$ cat src/rtl/word_bridge.sv
module word_bridge #(
  parameter int ADDR_W   = 4,
  parameter int BYTE_W   = 8,
  parameter int MODE_W   = 4,
  parameter int CNT_LO   = 0,
  parameter int CNT_HI   = 1,
  parameter int CAP_LO   = 2,
  parameter int CAP_HI   = 3,
  parameter int CAP_MODE = 12,
  localparam int WORD_W  = 2 * BYTE_W
) (
  input  logic              clk,
  input  logic              rst_n,
  input  logic [ADDR_W-1:0] bus_addr,
  input  logic              bus_wr,
  input  logic [BYTE_W-1:0] bus_wdata,
  input  logic              bus_rd,
  output logic [BYTE_W-1:0] bus_rdata,
  input  logic [MODE_W-1:0] mode,
  input  logic [WORD_W-1:0] cnt_live,
  input  logic [WORD_W-1:0] cap_live,
  output logic              cnt_commit,
  output logic              cap_commit,
  output logic [WORD_W-1:0] commit_data
);

  logic [BYTE_W-1:0] tmp_q;

  wire cap_open = (mode == MODE_W'(CAP_MODE));
  wire at_cl = (bus_addr == ADDR_W'(CNT_LO));
  wire at_ch = (bus_addr == ADDR_W'(CNT_HI));
  wire at_pl = (bus_addr == ADDR_W'(CAP_LO));
  wire at_ph = (bus_addr == ADDR_W'(CAP_HI));

  wire stage_wr = bus_wr & (at_ch | (at_ph & cap_open));

  assign cnt_commit  = bus_wr & at_cl;
  assign cap_commit  = bus_wr & at_pl & cap_open;
  assign commit_data = {tmp_q, bus_wdata};

  always_ff @(posedge clk or negedge rst_n) begin
    if (!rst_n)
      tmp_q <= '0;
    else if (stage_wr)
      tmp_q <= bus_wdata;
    else if (bus_rd && at_cl)
      tmp_q <= cnt_live[WORD_W-1:BYTE_W];
    else if (bus_rd && at_pl)
      tmp_q <= cap_live[WORD_W-1:BYTE_W];
  end

  always_comb begin
    bus_rdata = '0;
    if (bus_rd) begin
      if (at_cl)              bus_rdata = cnt_live[BYTE_W-1:0];
      else if (at_pl)         bus_rdata = cap_live[BYTE_W-1:0];
      else if (at_ch || at_ph) bus_rdata = tmp_q;
    end
  end

  // counter high write lands in the staging byte
  p_hi_stage_r2: assert property (@(posedge clk) disable iff (!rst_n)
    (bus_wr && bus_addr == ADDR_W'(CNT_HI)) |=> tmp_q == $past(bus_wdata));

  // low read (without write) latches live high byte
  p_lo_latch_r4: assert property (@(posedge clk) disable iff (!rst_n)
    (bus_rd && !bus_wr && bus_addr == ADDR_W'(CNT_LO)) |=> tmp_q == $past(cnt_live[WORD_W-1:BYTE_W]));

  // locked capture high write leaves staging byte alone
  p_cap_locked_r7: assert property (@(posedge clk) disable iff (!rst_n)
    (bus_wr && bus_addr == ADDR_W'(CAP_HI) && mode != MODE_W'(CAP_MODE)) |=> $stable(tmp_q));

  // capture commit only in capture-top mode
  p_cap_mode_r7: assert property (@(posedge clk) disable iff (!rst_n)
    cap_commit |-> mode == MODE_W'(CAP_MODE));

  // no strobe without a bus write
  p_idle_quiet_r10: assert property (@(posedge clk) disable iff (!rst_n)
    !bus_wr |-> !cnt_commit && !cap_commit);

endmodule

$ cat config.mk
export PLATFORM = sky130hd
export DESIGN_NAME = word_bridge
export DESIGN_NICKNAME = d
export VERILOG_FILES = /design/src/rtl/word_bridge.sv
export SDC_FILE = /design/constraint.sdc
export NUM_CORES = 1
export LEC_CHECK = 0
export BUFFER_PORTS_ARGS = -buffer_cell sky130_fd_sc_hd__buf_2
export CORE_UTILIZATION = 41
export DETAILED_ROUTE_END_ITERATION = 10
export GPL_ROUTABILITY_DRIVEN = 0
export PLACE_DENSITY = 0.85
export SYNTH_ARGS = -nofsm -noshare
export SYNTH_HDL_FRONTEND = slang
export SYNTH_SLANG_ARGS = --single-unit
$ cat constraint.sdc
create_clock -name clk -period 2.2 [get_ports clk]
set_clock_uncertainty 0.2 [all_clocks]
set_input_delay 0.11 -clock clk [delete_from_list [all_inputs] [get_ports clk]]
set_output_delay 0.11 -clock clk [all_outputs]
set_load 0.005 [all_outputs]
==> results of run 1 <==
==> cells in the final DEF, fill, tap and decap left out <==
cell,instances
sky130_fd_sc_hd__nor2_1,10
sky130_fd_sc_hd__inv_4,1
sky130_fd_sc_hd__o21a_4,1
sky130_fd_sc_hd__nor3b_1,1
sky130_fd_sc_hd__inv_1,8
sky130_fd_sc_hd__a2111oi_2,8
sky130_fd_sc_hd__o311ai_2,2
sky130_fd_sc_hd__dlygate4sd3_1,10
sky130_fd_sc_hd__and4bb_1,1
sky130_fd_sc_hd__nor4b_4,1
sky130_fd_sc_hd__mux2_2,8
sky130_fd_sc_hd__buf_4,2
sky130_fd_sc_hd__nand2b_4,1
sky130_fd_sc_hd__o311ai_1,6
sky130_fd_sc_hd__nand2_1,10
sky130_fd_sc_hd__nor2_2,7
sky130_fd_sc_hd__clkbuf_4,3
sky130_fd_sc_hd__dfrtp_1,8
sky130_fd_sc_hd__buf_2,77
sky130_fd_sc_hd__nor4bb_1,1
sky130_fd_sc_hd__or4_1,1
sky130_fd_sc_hd__nor3_1,1
sky130_fd_sc_hd__o211ai_1,8
==> critical path: cells and delay by family <==
family	cells	cell delay (ns)
compound gates	2	0.37
simple gates	1	0.45
buf+inv	2	0.85
==> logic make-up (layout without fill, tap and decap cells) <==
logic type | Yosys count | after routing | synth area share [%]
muxes | 8 | 8 | 9.73
DFF | 8 | 8 | 21.6
AOI/OAI and AO/OA | 25 | 25 | 30.3
and+or+nand+nor | 34 | 34 | 21.5
buffers and inverters | 24 | 101 | 16.9
==> layer usage <==
layer	GRT usage, %	vias to the layer above	wire [microns]
met4	11.4	0	74
met1	25.6	459	1050
met5	0	-	0
met2	41.7	57	1350
li1	-	513	-
met3	3.09	10	192
==> per-stage QoR <==
stage / util (%) / instances / instance area (sq um) / hold slack [ns]
after floorplan: - / 99 / 926 / -0.386
after global placement: 60.7 / 190 / 1240 / -0.251
after detailed placement: 60.7 / 190 / 1240 / -0.248
after CTS: 66.7 / 203 / 1360 / 0.00979
after global routing: 66.7 / 203 / 1360 / 0.0198
final: 66.7 / 203 / 1360 / 0.0154
==> how the worst min path moves through the flow <==
stage / from / endpoint / depth (start not counted)
detailed placement: rst_n / tmp_q[4]$_DFFE_PN0P_ / 1
floorplan: rst_n / tmp_q[0]$_DFFE_PN0P_ / 0
finish: cap_live[8] / tmp_q[0]$_DFFE_PN0P_ / 4
CTS: cap_live[8] / tmp_q[0]$_DFFE_PN0P_ / 4
global placement: rst_n / tmp_q[5]$_DFFE_PN0P_ / 1
global route: cap_live[13] / tmp_q[5]$_DFFE_PN0P_ / 4
==> where the power goes <==
group	switching [mW]	internal, mW
combinational	0.122	0.137
clock	0.0483	0.0623
sequential	0.0179	0.182
total	0.188	0.381
==> final cells by class <==
class | instances | area [sq um] | share of cell area (%)
inverters | 9 | 36.3 | 2.66
multi-input cells | 67 | 569 | 41.8
well taps | 27 | 33.8 | 2.48
repair buffers | 89 | 500 | 36.7
flip-flops and latches | 8 | 200 | 14.7
clock buffers | 3 | 22.5 | 1.65
==> metrics.md, run 1 <==
| Metric | Value |
|---|---|
| Reg2reg setup slack | `0.64 ns` |
| Worst setup path start | `bus_addr[0]` |
| Largest register FFs | `8` |
| RSZ-0062 raised after global routing | `false` |
| CTS Root Cell | `sky130_fd_sc_hd__clkbuf_4` |
| Critical path endpoint | `tmp_q[1]$_DFFE_PN0P_` |
| Total Die Area | `0.00245 sq mm` |
| Diode insertion count for antenna repair | `0` |
| IO Count | `between 70 and 80` |
| Yosys cell types | `23` |
| Worst min-delay path category | `in2reg` |
| Total of max-cap violations | `0` |
| Placeable Area | `slightly above 0.002 sq mm` |
| Gate Count Post-Synth | `slightly below 100` |
| Die span in x | `a little under 50 microns` |
| Post-detailed-route wirelength per cell | `approximately 13 microns` |
| Setup tns final | `0 ns` |
| DRT Wirelength | `roughly 2.7 mm` |
| Pleak | `roughly 0.67 nW` |
| Post CTS Setup Buffer Count | `0` |
| Grt ovf | `0` |
| Post-detailed-route via-to-cell ratio | `approximately 5.1` |
| Critical R2R Launch | `tmp_q[1]$_DFFE_PN0P_` |
| Antenna violations before repair | `0` |
| Maximum fanout encountered on the critical timing path | `13` |
| Post-synth top area cell | `sky130_fd_sc_hd__dfrtp_1` |
| Pins over their slew limit | `0` |
| Worst Reg-to-Reg Cells | `3` |
| Area growth from synthesis to final layout | `47.2%` |
| Stage delay of the slowest cell on the critical path | `0.57 ns` |
| Post-route DRC | `0` |
| Number of hold violations in the final report | `0` |
| Dominant register cell in the synthesized netlist | `sky130_fd_sc_hd__dfrtp_1` |
| Largest registers ranked by flip-flop count | `tmp_q (8)` |
| Worst setup slack after layout | `around 0.35 ns` |
| Relative slew margins | `between 70% and 80%` |
| Number of synthesis warnings | `0` |
| Number of synthesized register bits | `8` |
| Share of cells above drive strength 1 | `between 60 and 70%` |
| Initial cell density of the core | `a little under half` |
| CTS tree | `yes` |
| Cts bufs inserted | `3` |
| Global-route wire length before repair | `about 4.3 mm` |
| Critical path launch point type | `input pin` |
| Biggest area contributors in the synthesized netlist | `sky130_fd_sc_hd__dfrtp_1, sky130_fd_sc_hd__a2111oi_2, sky130_fd_sc_hd__mux2_2` |
| Net total in the final layout | `230` |
| Critical Path AT | `approximately 1.8 ns` |
| Share of the clock period used by the worst path | `83.9%` |
| Iteration count of the initial detailed-routing pass | `4` |
| Worst-skew pair later-pin latency | `~0.25 ns` |
| Number of instances resized during post-cts repair | `0` |
| FF-to-FF End | `tmp_q[1]$_DFFE_PN0P_` |
| Fill cell total of the finished layout | `between 150 and 200` |
| Top cell type's share of synthesized area | `21.6%` |
| Netlist area before placement | `roughly 930 sq um` |
| Required time of the critical path | `between 2 and 2.5 ns` |
| Total vias in the final route | `around 1000` |
| Register with the most flip-flops | `tmp_q` |
| DIE HEIGHT | `49.5 microns` |
| Number of rows created at floorplan | `16` |
| Design Power | `569 uW` |
| Port-buffer cells | `77` |
| Largest net degree at the start of global routing | `17` |
| DRC marker count from the first detailed-route iteration | `16` |
| TritonCTS sink count | `8` |
| Reg clk slew, reported paths | `0.05 ns` |
| Async SR Flop Fraction | `100%` |
| Sort of element at the end of the critical path | `flop` |
| Avg Synthesized Cell Area | `slightly above 9 sq um` |
| Maximum resistive drop on vdd | `0.000301 V` |
| Ratio of total power to cell area | `about 420 mW/mm^2` |
| DP HPWL | `2.11 mm` |
| FMAX | `0.542 GHz` |
| Pre-CTS WS | `0.421 ns` |
| Cells traversed along the worst timing path | `buf_2 > and4bb_1 > o21a_4 > o311ai_1 > dlygate4sd3_1` |
| Seq/Total Area, Yosys | `about 22%` |
| Status | `completed` |
| Number of global-route vias before repair | `a little over 1000` |
| Buffer levels on the longest clock path | `2` |
| Setup violators final | `0` |
| Hold Buf Count CTS | `10` |
| Most numerous cell types in the synthesized netlist | `sky130_fd_sc_hd__nand2_1, sky130_fd_sc_hd__nor2_1, sky130_fd_sc_hd__buf_4` |
| Number of routed nets with antenna violations | `0` |
| Critical path class | `in2reg` |
| Worst Tran Pin Value | `around 0.41 ns` |
| Minimum period implied by the final worst setup slack | `about 1.8 ns` |
| Total GRT Usage | `22.9%` |
| CP max stage cell | `sky130_fd_sc_hd__dlygate4sd3_1` |
| Syn_nets | `around 150` |
| Maximum level of the CTS H-tree | `1` |
| Count of flip-flops with a built-in enable after synthesis | `0` |
Power figures use the tool's default switching activity.
==> inputs of run 2 (changes only) <==
--- a/config.mk
+++ b/config.mk
@@ -6,10 +6,10 @@
 export NUM_CORES = 1
 export LEC_CHECK = 0
 export BUFFER_PORTS_ARGS = -buffer_cell sky130_fd_sc_hd__buf_2
-export CORE_UTILIZATION = 41
+export CORE_UTILIZATION = 34
 export DETAILED_ROUTE_END_ITERATION = 10
 export GPL_ROUTABILITY_DRIVEN = 0
-export PLACE_DENSITY = 0.85
+export PLACE_DENSITY = 0.75
 export SYNTH_ARGS = -nofsm -noshare
 export SYNTH_HDL_FRONTEND = slang
 export SYNTH_SLANG_ARGS = --single-unit
==> constraint.sdc (replaced) <==
create_clock -name clk -period 1.65 [get_ports clk]
set_clock_uncertainty 0.2 [all_clocks]
set_input_delay 0.0825 -clock clk [delete_from_list [all_inputs] [get_ports clk]]
set_output_delay 0.0825 -clock clk [all_outputs]
set_load 0.005 [all_outputs]
==> metrics.md, run 2 (synthesis gave the netlist of run 1 again) <==
| Metric | Value |
|---|---|
| Status | `completed` |
| Area growth from synthesis to final layout | `62.6%` |
| Total GRT Usage | `between 20% and 30%` |
| Largest register FFs | `8` |
| Number of global-route vias before repair | `approximately 1000` |
| Share of the clock period used by the worst path | `92.2%` |
| Number of routed nets with antenna violations | `0` |
| Die span in x | `between 50 and 60 microns` |
| Setup tns final | `0 ns` |
| Diode insertion count for antenna repair | `0` |
| TritonCTS sink count | `8` |
| Reg clk slew, reported paths | `0.05 ns` |
| Smallest hold slack | `0.000299 ns` |
| Fill cell total of the finished layout | `around 230` |
| Critical Path AT | `between 1 and 1.5 ns` |
| Minimum period implied by the final worst setup slack | `around 1.5 ns` |
| Net Sw Frac | `32.2%` |
| Commonest non-fill, non-tap cell in the layout | `sky130_fd_sc_hd__buf_2` |
| DIE HEIGHT | `approximately 54 microns` |
| Share of cells above drive strength 1 | `60.0%` |
| Relative slew margins | `approximately 72%` |
| Maximum fanout encountered on the critical timing path | `8` |
| Worst-skew pair later-pin latency | `0.25 ns` |
| DRT Wirelength | `2.82 mm` |
| Pins over their slew limit | `0` |
| Port-buffer cells | `just under 80` |
| Required time of the critical path | `1.37 ns` |
| RSZ-0062 raised after global routing | `false` |
| Total vias in the final route | `about 1100` |
| DP HPWL | `~2.2 mm` |
| Combinational fraction of design power | `~47%` |
| CTS tree | `yes` |
| Placeable Area | `between 0.002 and 0.003 sq mm` |
| Fraction of power consumed by the clock network | `about a fifth` |
| Register with the most flip-flops | `tmp_q` |
| Largest registers ranked by flip-flop count | `tmp_q (8)` |
| Critical path class | `in2out` |
| Total Die Area | `around 0.003 sq mm` |
| Worst min-delay path category | `in2reg` |
| Post CTS Setup Buffer Count | `0` |
| Post-detailed-route wirelength per cell | `12.8 microns` |
| Global-route wire length before repair | `4.53 mm` |
| Post-route DRC | `0` |
| Largest net degree at the start of global routing | `17` |
| Initial cell density of the core | `~37%` |
| Buffer levels on the longest clock path | `2` |
| Design Power | `slightly below 800 uW` |
| DRC marker count from the first detailed-route iteration | `23` |
| Maximum resistive drop on vdd | `approximately 0.00029 V` |
| Total of max-cap violations | `0` |
| Fraction of power consumed by sequential logic | `~35%` |
| Net total in the final layout | `about 240` |
| Cts bufs inserted | `3` |
| Grt ovf | `0` |
| Switching component of the power | `between 200 and 250 uW` |
| Number of rows created at floorplan | `18` |
| Number of hold violations in the final report | `0` |
| FMAX | `about 0.66 GHz` |
| Post-detailed-route via-to-cell ratio | `4.92` |
| Critical path launch point type | `input pin` |
| IO Count | `a little under 80` |
| Setup violators final | `0` |
| Pleak | `around 0.73 nW` |
| Antenna violations before repair | `0` |
| Internal power component | `525 uW` |
| Worst Tran Pin Value | `0.418 ns` |
| Sort of element at the end of the critical path | `output pin` |
| CTS Root Cell | `sky130_fd_sc_hd__clkbuf_4` |
| Ratio of total power to cell area | `515 mW/mm^2` |
| Most frequent cells in the layout | `sky130_fd_sc_hd__buf_2, sky130_fd_sc_hd__dlygate4sd3_1, sky130_fd_sc_hd__nor2_1, sky130_fd_sc_hd__nand2_1` |
| Iteration count of the initial detailed-routing pass | `4` |
| Maximum level of the CTS H-tree | `1` |
==> run 2: cell count changes in the layout (fill, tap and decap cells not counted) <==
cell,delta
sky130_fd_sc_hd__or4_4,+1
sky130_fd_sc_hd__or4_1,-1
sky130_fd_sc_hd__dlygate4sd3_1,+12
sky130_fd_sc_hd__buf_4,+2
==> run 2: metrics by stage <==
step / cell area, sq um / utilization [%] / setup WS, ns / cells
global placement: 1260 / 49.9 / 0.0986 / 195
CTS: 1500 / 59.5 / 0.0502 / 220
detailed placement: 1260 / 49.9 / 0.0514 / 195
floorplan: 926 / - / 0.438 / 99
global route: 1510 / 59.7 / 0.0254 / 220
finish: 1510 / 59.7 / 0.128 / 220
==> run 2: worst max-delay path, stage by stage <==
cell                        delay (ns)
sky130_fd_sc_hd__buf_2            0.13
sky130_fd_sc_hd__nor2_1           0.14
sky130_fd_sc_hd__nand2_1          0.27
sky130_fd_sc_hd__a2111oi_2        0.44
sky130_fd_sc_hd__buf_2            0.18
==> run 2: path summary, 6_finish.rpt <==
kind                                              to                  from  slack [ns]  cells after the start
worst max-delay path                    bus_rdata[2]           bus_addr[3]        0.13                      5
worst min-delay path            tmp_q[2]$_DFFE_PN0P_          cnt_live[10]      0.0003                      4
worst max register to register  tmp_q[4]$_DFFE_PN0P_  tmp_q[4]$_DFFE_PN0P_        0.63                      2
worst min register to register  tmp_q[2]$_DFFE_PN0P_  tmp_q[2]$_DFFE_PN0P_        0.41                      2
max in group asynchronous       tmp_q[0]$_DFFE_PN0P_                 rst_n        1.08                      2
min in group asynchronous       tmp_q[7]$_DFFE_PN0P_                 rst_n        0.01                      2
==> run 2: repair_timing <==
action                                  in CTS  in global routing
resized for setup                            0                  1
hold buffers                                22                  0
endpoints found under the hold margin       16                  0
endpoints found under the setup margin       0                  2
==> run 2: per-layer routing <==
metal,GRT usage (%),routed length (microns),share of wire (%),vias up
met5,0,0,0,-
met4,7.69,34,1.2,0
met3,2.26,186,6.6,4
met2,38.0,1420,50,59
met1,26.8,1180,42,478
li1,-,-,-,541
==> run 2: area by class of cell <==
type	instances	area, sq um	share of cell area (%)
flip-flops and latches	8	200	13.3
clock buffers	3	22.5	1.50
multi-input cells	67	573	38.1
inverters	9	36.3	2.41
well taps	30	37.5	2.49
repair buffers	103	636	42.2
==> run 2: power by group through the flow <==
stage / registers [mW] / logic (mW) / clock network, mW
floorplan: 0.273 / 0.174 / 0
global placement: 0.272 / 0.316 / 0
detailed placement: 0.270 / 0.324 / 0
CTS: 0.269 / 0.364 / 0.150
global route: 0.277 / 0.401 / 0.162
finish: 0.268 / 0.362 / 0.144
==> inputs of run 3 (changes only) <==
--- a/config.mk
+++ b/config.mk
@@ -6,10 +6,12 @@
 export NUM_CORES = 1
 export LEC_CHECK = 0
 export BUFFER_PORTS_ARGS = -buffer_cell sky130_fd_sc_hd__buf_2
-export CORE_UTILIZATION = 34
+export CELL_PAD_IN_SITES_DETAIL_PLACEMENT = 0
+export CELL_PAD_IN_SITES_GLOBAL_PLACEMENT = 1
+export CORE_UTILIZATION = 26
 export DETAILED_ROUTE_END_ITERATION = 10
 export GPL_ROUTABILITY_DRIVEN = 0
-export PLACE_DENSITY = 0.75
+export PLACE_DENSITY_LB_ADDON = 0.1
 export SYNTH_ARGS = -nofsm -noshare
 export SYNTH_HDL_FRONTEND = slang
 export SYNTH_SLANG_ARGS = --single-unit
==> constraint.sdc (replaced) <==
create_clock -name clk -period 1.4 [get_ports clk]
set_clock_uncertainty 0.2 [all_clocks]
set_input_delay 0.07 -clock clk [delete_from_list [all_inputs] [get_ports clk]]
set_output_delay 0.07 -clock clk [all_outputs]
set_load 0.005 [all_outputs]
==> metrics.md, run 3 (synthesis gave the netlist of run 1 again) <==
| Metric | Value |
|---|---|
| Smallest hold slack | `-0.000415 ns` |
| Net total in the final layout | `~260` |
| Number of rows created at floorplan | `21` |
| Violated checks | `negative hold slack, negative setup slack` |
| FMAX | `approximately 0.70 GHz` |
| Global-route wire length before repair | `between 4 and 5 mm` |
| Largest net degree at the start of global routing | `17` |
| Largest registers ranked by flip-flop count | `tmp_q (8)` |
| Terminating pin of the worst hold path | `tmp_q[1]$_DFFE_PN0P_` |
| CTS Root Cell | `sky130_fd_sc_hd__clkbuf_4` |
| Maximum fanout encountered on the critical timing path | `8` |
| Total Die Area | `~0.0038 sq mm` |
| Total of max-cap violations | `0` |
| Buffer levels on the longest clock path | `2` |
| Pins over their slew limit | `0` |
| Setup tns final | `-0.0595 ns` |
| Total vias in the final route | `1114` |
| Cts bufs inserted | `3` |
| FF-to-FF End | `tmp_q[2]$_DFFE_PN0P_` |
| DP HPWL | `roughly 2.2 mm` |
| Cell depth of the worst hold path | `4` |
| Required time of the critical path | `about 1.1 ns` |
| Ratio of total power to cell area | `between 600 and 700 mW/mm^2` |
| CP max stage cell | `sky130_fd_sc_hd__or4_4` |
| Diode insertion count for antenna repair | `0` |
| Worst-skew pair later-pin latency | `between 0.2 and 0.25 ns` |
| IO Count | `78` |
| Number of hold violations in the final report | `2` |
| DIE HEIGHT | `about 62 microns` |
| Sort of element at the end of the critical path | `output pin` |
| DRC marker count from the first detailed-route iteration | `20` |
| Post-detailed-route wirelength per cell | `between 10 and 15 microns` |
| Hold path startpoint | `cnt_live[9]` |
| Most frequent cells in the layout | `sky130_fd_sc_hd__buf_2, sky130_fd_sc_hd__dlygate4sd3_1, sky130_fd_sc_hd__buf_4` |
| FF/Latch Area | `~200 sq um` |
| Setup violators final | `7` |
| Placeable Area | `around 0.0034 sq mm` |
| DRT Wirelength | `between 3 and 4 mm` |
| Reg2reg setup slack | `0.24 ns` |
| Number of routed nets with antenna violations | `0` |
| Maximum level of the CTS H-tree | `1` |
| Pleak | `slightly below 0.8 nW` |
| Worst setup slack after layout | `-0.0234 ns` |
| Area growth from synthesis to final layout | `86.1%` |
| TritonCTS sink count | `8` |
| Post-detailed-route via-to-cell ratio | `approximately 4.5` |
| Stage delay of the slowest cell on the critical path | `between 0.6 and 0.7 ns` |
| Total GRT Usage | `15.4%` |
| Worst Reg-to-Reg Cells | `3` |
| Status | `finished, violations left` |
| Multi-input gate area | `approximately 670 sq um` |
| RSZ-0062 raised after global routing | `true` |
| Critical Path AT | `1.15 ns` |
| Iteration count of the initial detailed-routing pass | `3` |
| Share of cells above drive strength 1 | `about two thirds` |
| Post-route cell area | `~0.0017 sq mm` |
| Worst Tran Pin Value | `roughly 0.33 ns` |
| Register with the most flip-flops | `tmp_q` |
| Minimum period implied by the final worst setup slack | `roughly 1.4 ns` |
| Antenna violations before repair | `0` |
| Relative slew margins | `77.9%` |
| Share of the clock period used by the worst path | `102%` |
| Post-route DRC | `0` |
| Pre-CTS WS | `-0.0509 ns` |
| Critical R2R Launch | `tmp_q[2]$_DFFE_PN0P_` |
| Grt ovf | `0` |
| Die span in x | `around 60 microns` |
| Critical path launch point type | `input pin` |
| Initial cell density of the core | `~28%` |
| Reg clk slew, reported paths | `~0.050 ns` |
| Critical path class | `in2out` |
| Fill cell total of the finished layout | `around 350` |
| Maximum resistive drop on vdd | `~0.00022 V` |
| Placed instance area | `between 0.001 and 0.0015 sq mm` |
| Commonest non-fill, non-tap cell in the layout | `sky130_fd_sc_hd__buf_2` |
| Number of global-route vias before repair | `about 1000` |
| CTS tree | `yes` |
| Worst min-delay path category | `in2reg` |
| Cells traversed along the worst timing path | `buf_6 > or4_4 > nor2_4 > a2111oi_4 > buf_2` |
| Port-buffer cells | `77` |
| Largest register FFs | `8` |
## run 3: cell type report
| cell class | instances | share of cell area [%] |
|---|---|---|
| Timing Repair Buffer | 114 | 42.8 |
| Multi-Input combinational cell | 67 | 38.8 |
| Sequential cell | 8 | 11.6 |
| Tap cell | 46 | 3.34 |
| Inverter | 9 | 2.11 |
| Clock buffer | 3 | 1.31 |
## run 3: worst max-delay path by stage
stage                                    start           end  slack [ns]
after detailed placement           bus_addr[0]  bus_rdata[4]       -0.05
after floorplan                    bus_addr[0]  bus_rdata[4]        0.21
after CTS                          bus_addr[0]  bus_rdata[4]      -0.008
after global routing      tmp_q[5]$_DFFE_PN0P_  bus_rdata[5]       -0.07
final                              bus_addr[0]  bus_rdata[7]       -0.02
after global placement             bus_addr[0]  bus_rdata[4]       -0.04
## run 3: metrics by stage
step | power [mW] | utilization [%] | hold slack (ns) | instances
5_1_grt | 1.14 | 51.2 | 0.00943 | 247
2_1_floorplan | 0.527 | - | -0.426 | 99
3_5_place_dp | 0.720 | 39.3 | -0.286 | 215
4_1_cts | 1.00 | 47.9 | 0.000757 | 245
3_3_place_gp | 0.714 | 39.3 | -0.289 | 215
6_report | 1.05 | 51.2 | -0.000415 | 247
## run 3: critical path: cells and delay by family
| kind | cells | cell delay [ns] |
|---|---|---|
| AND/OR/NAND/NOR | 2 | 0.82 |
| buffers and inverters | 2 | 0.23 |
| AO/OA/AOI/OAI | 1 | 0.04 |
## run 3: power by group
| group | total, mW | switching [mW] | internal, mW | leakage [nW] |
|---|---|---|---|---|
| clock | 0.162 | 0.0647 | 0.0972 | 0.0138 |
| sequential | 0.324 | 0.0374 | 0.287 | 0.0981 |
| combinational | 0.564 | 0.242 | 0.321 | 0.672 |
| total | 1.05 | 0.344 | 0.705 | 0.784 |
## run 3: timing repair
action                     in CTS  in global routing
pin swaps                       8                  2
hold buffers                   21                  0
buffers inserted                6                  3
resized for setup               8                 17
setup endpoints to repair       8                  8
hold endpoints to repair       16                  0
## run 3: routing by layer
metal | global-route usage, % | wire length, microns | vias to the layer above
met3 | 1.47 | 148 | 2
met2 | 28.6 | 1560 | 47
li1 | - | - | 566
met5 | 0 | 0 | -
met1 | 18.2 | 1310 | 499
met4 | 5.40 | 26 | 0
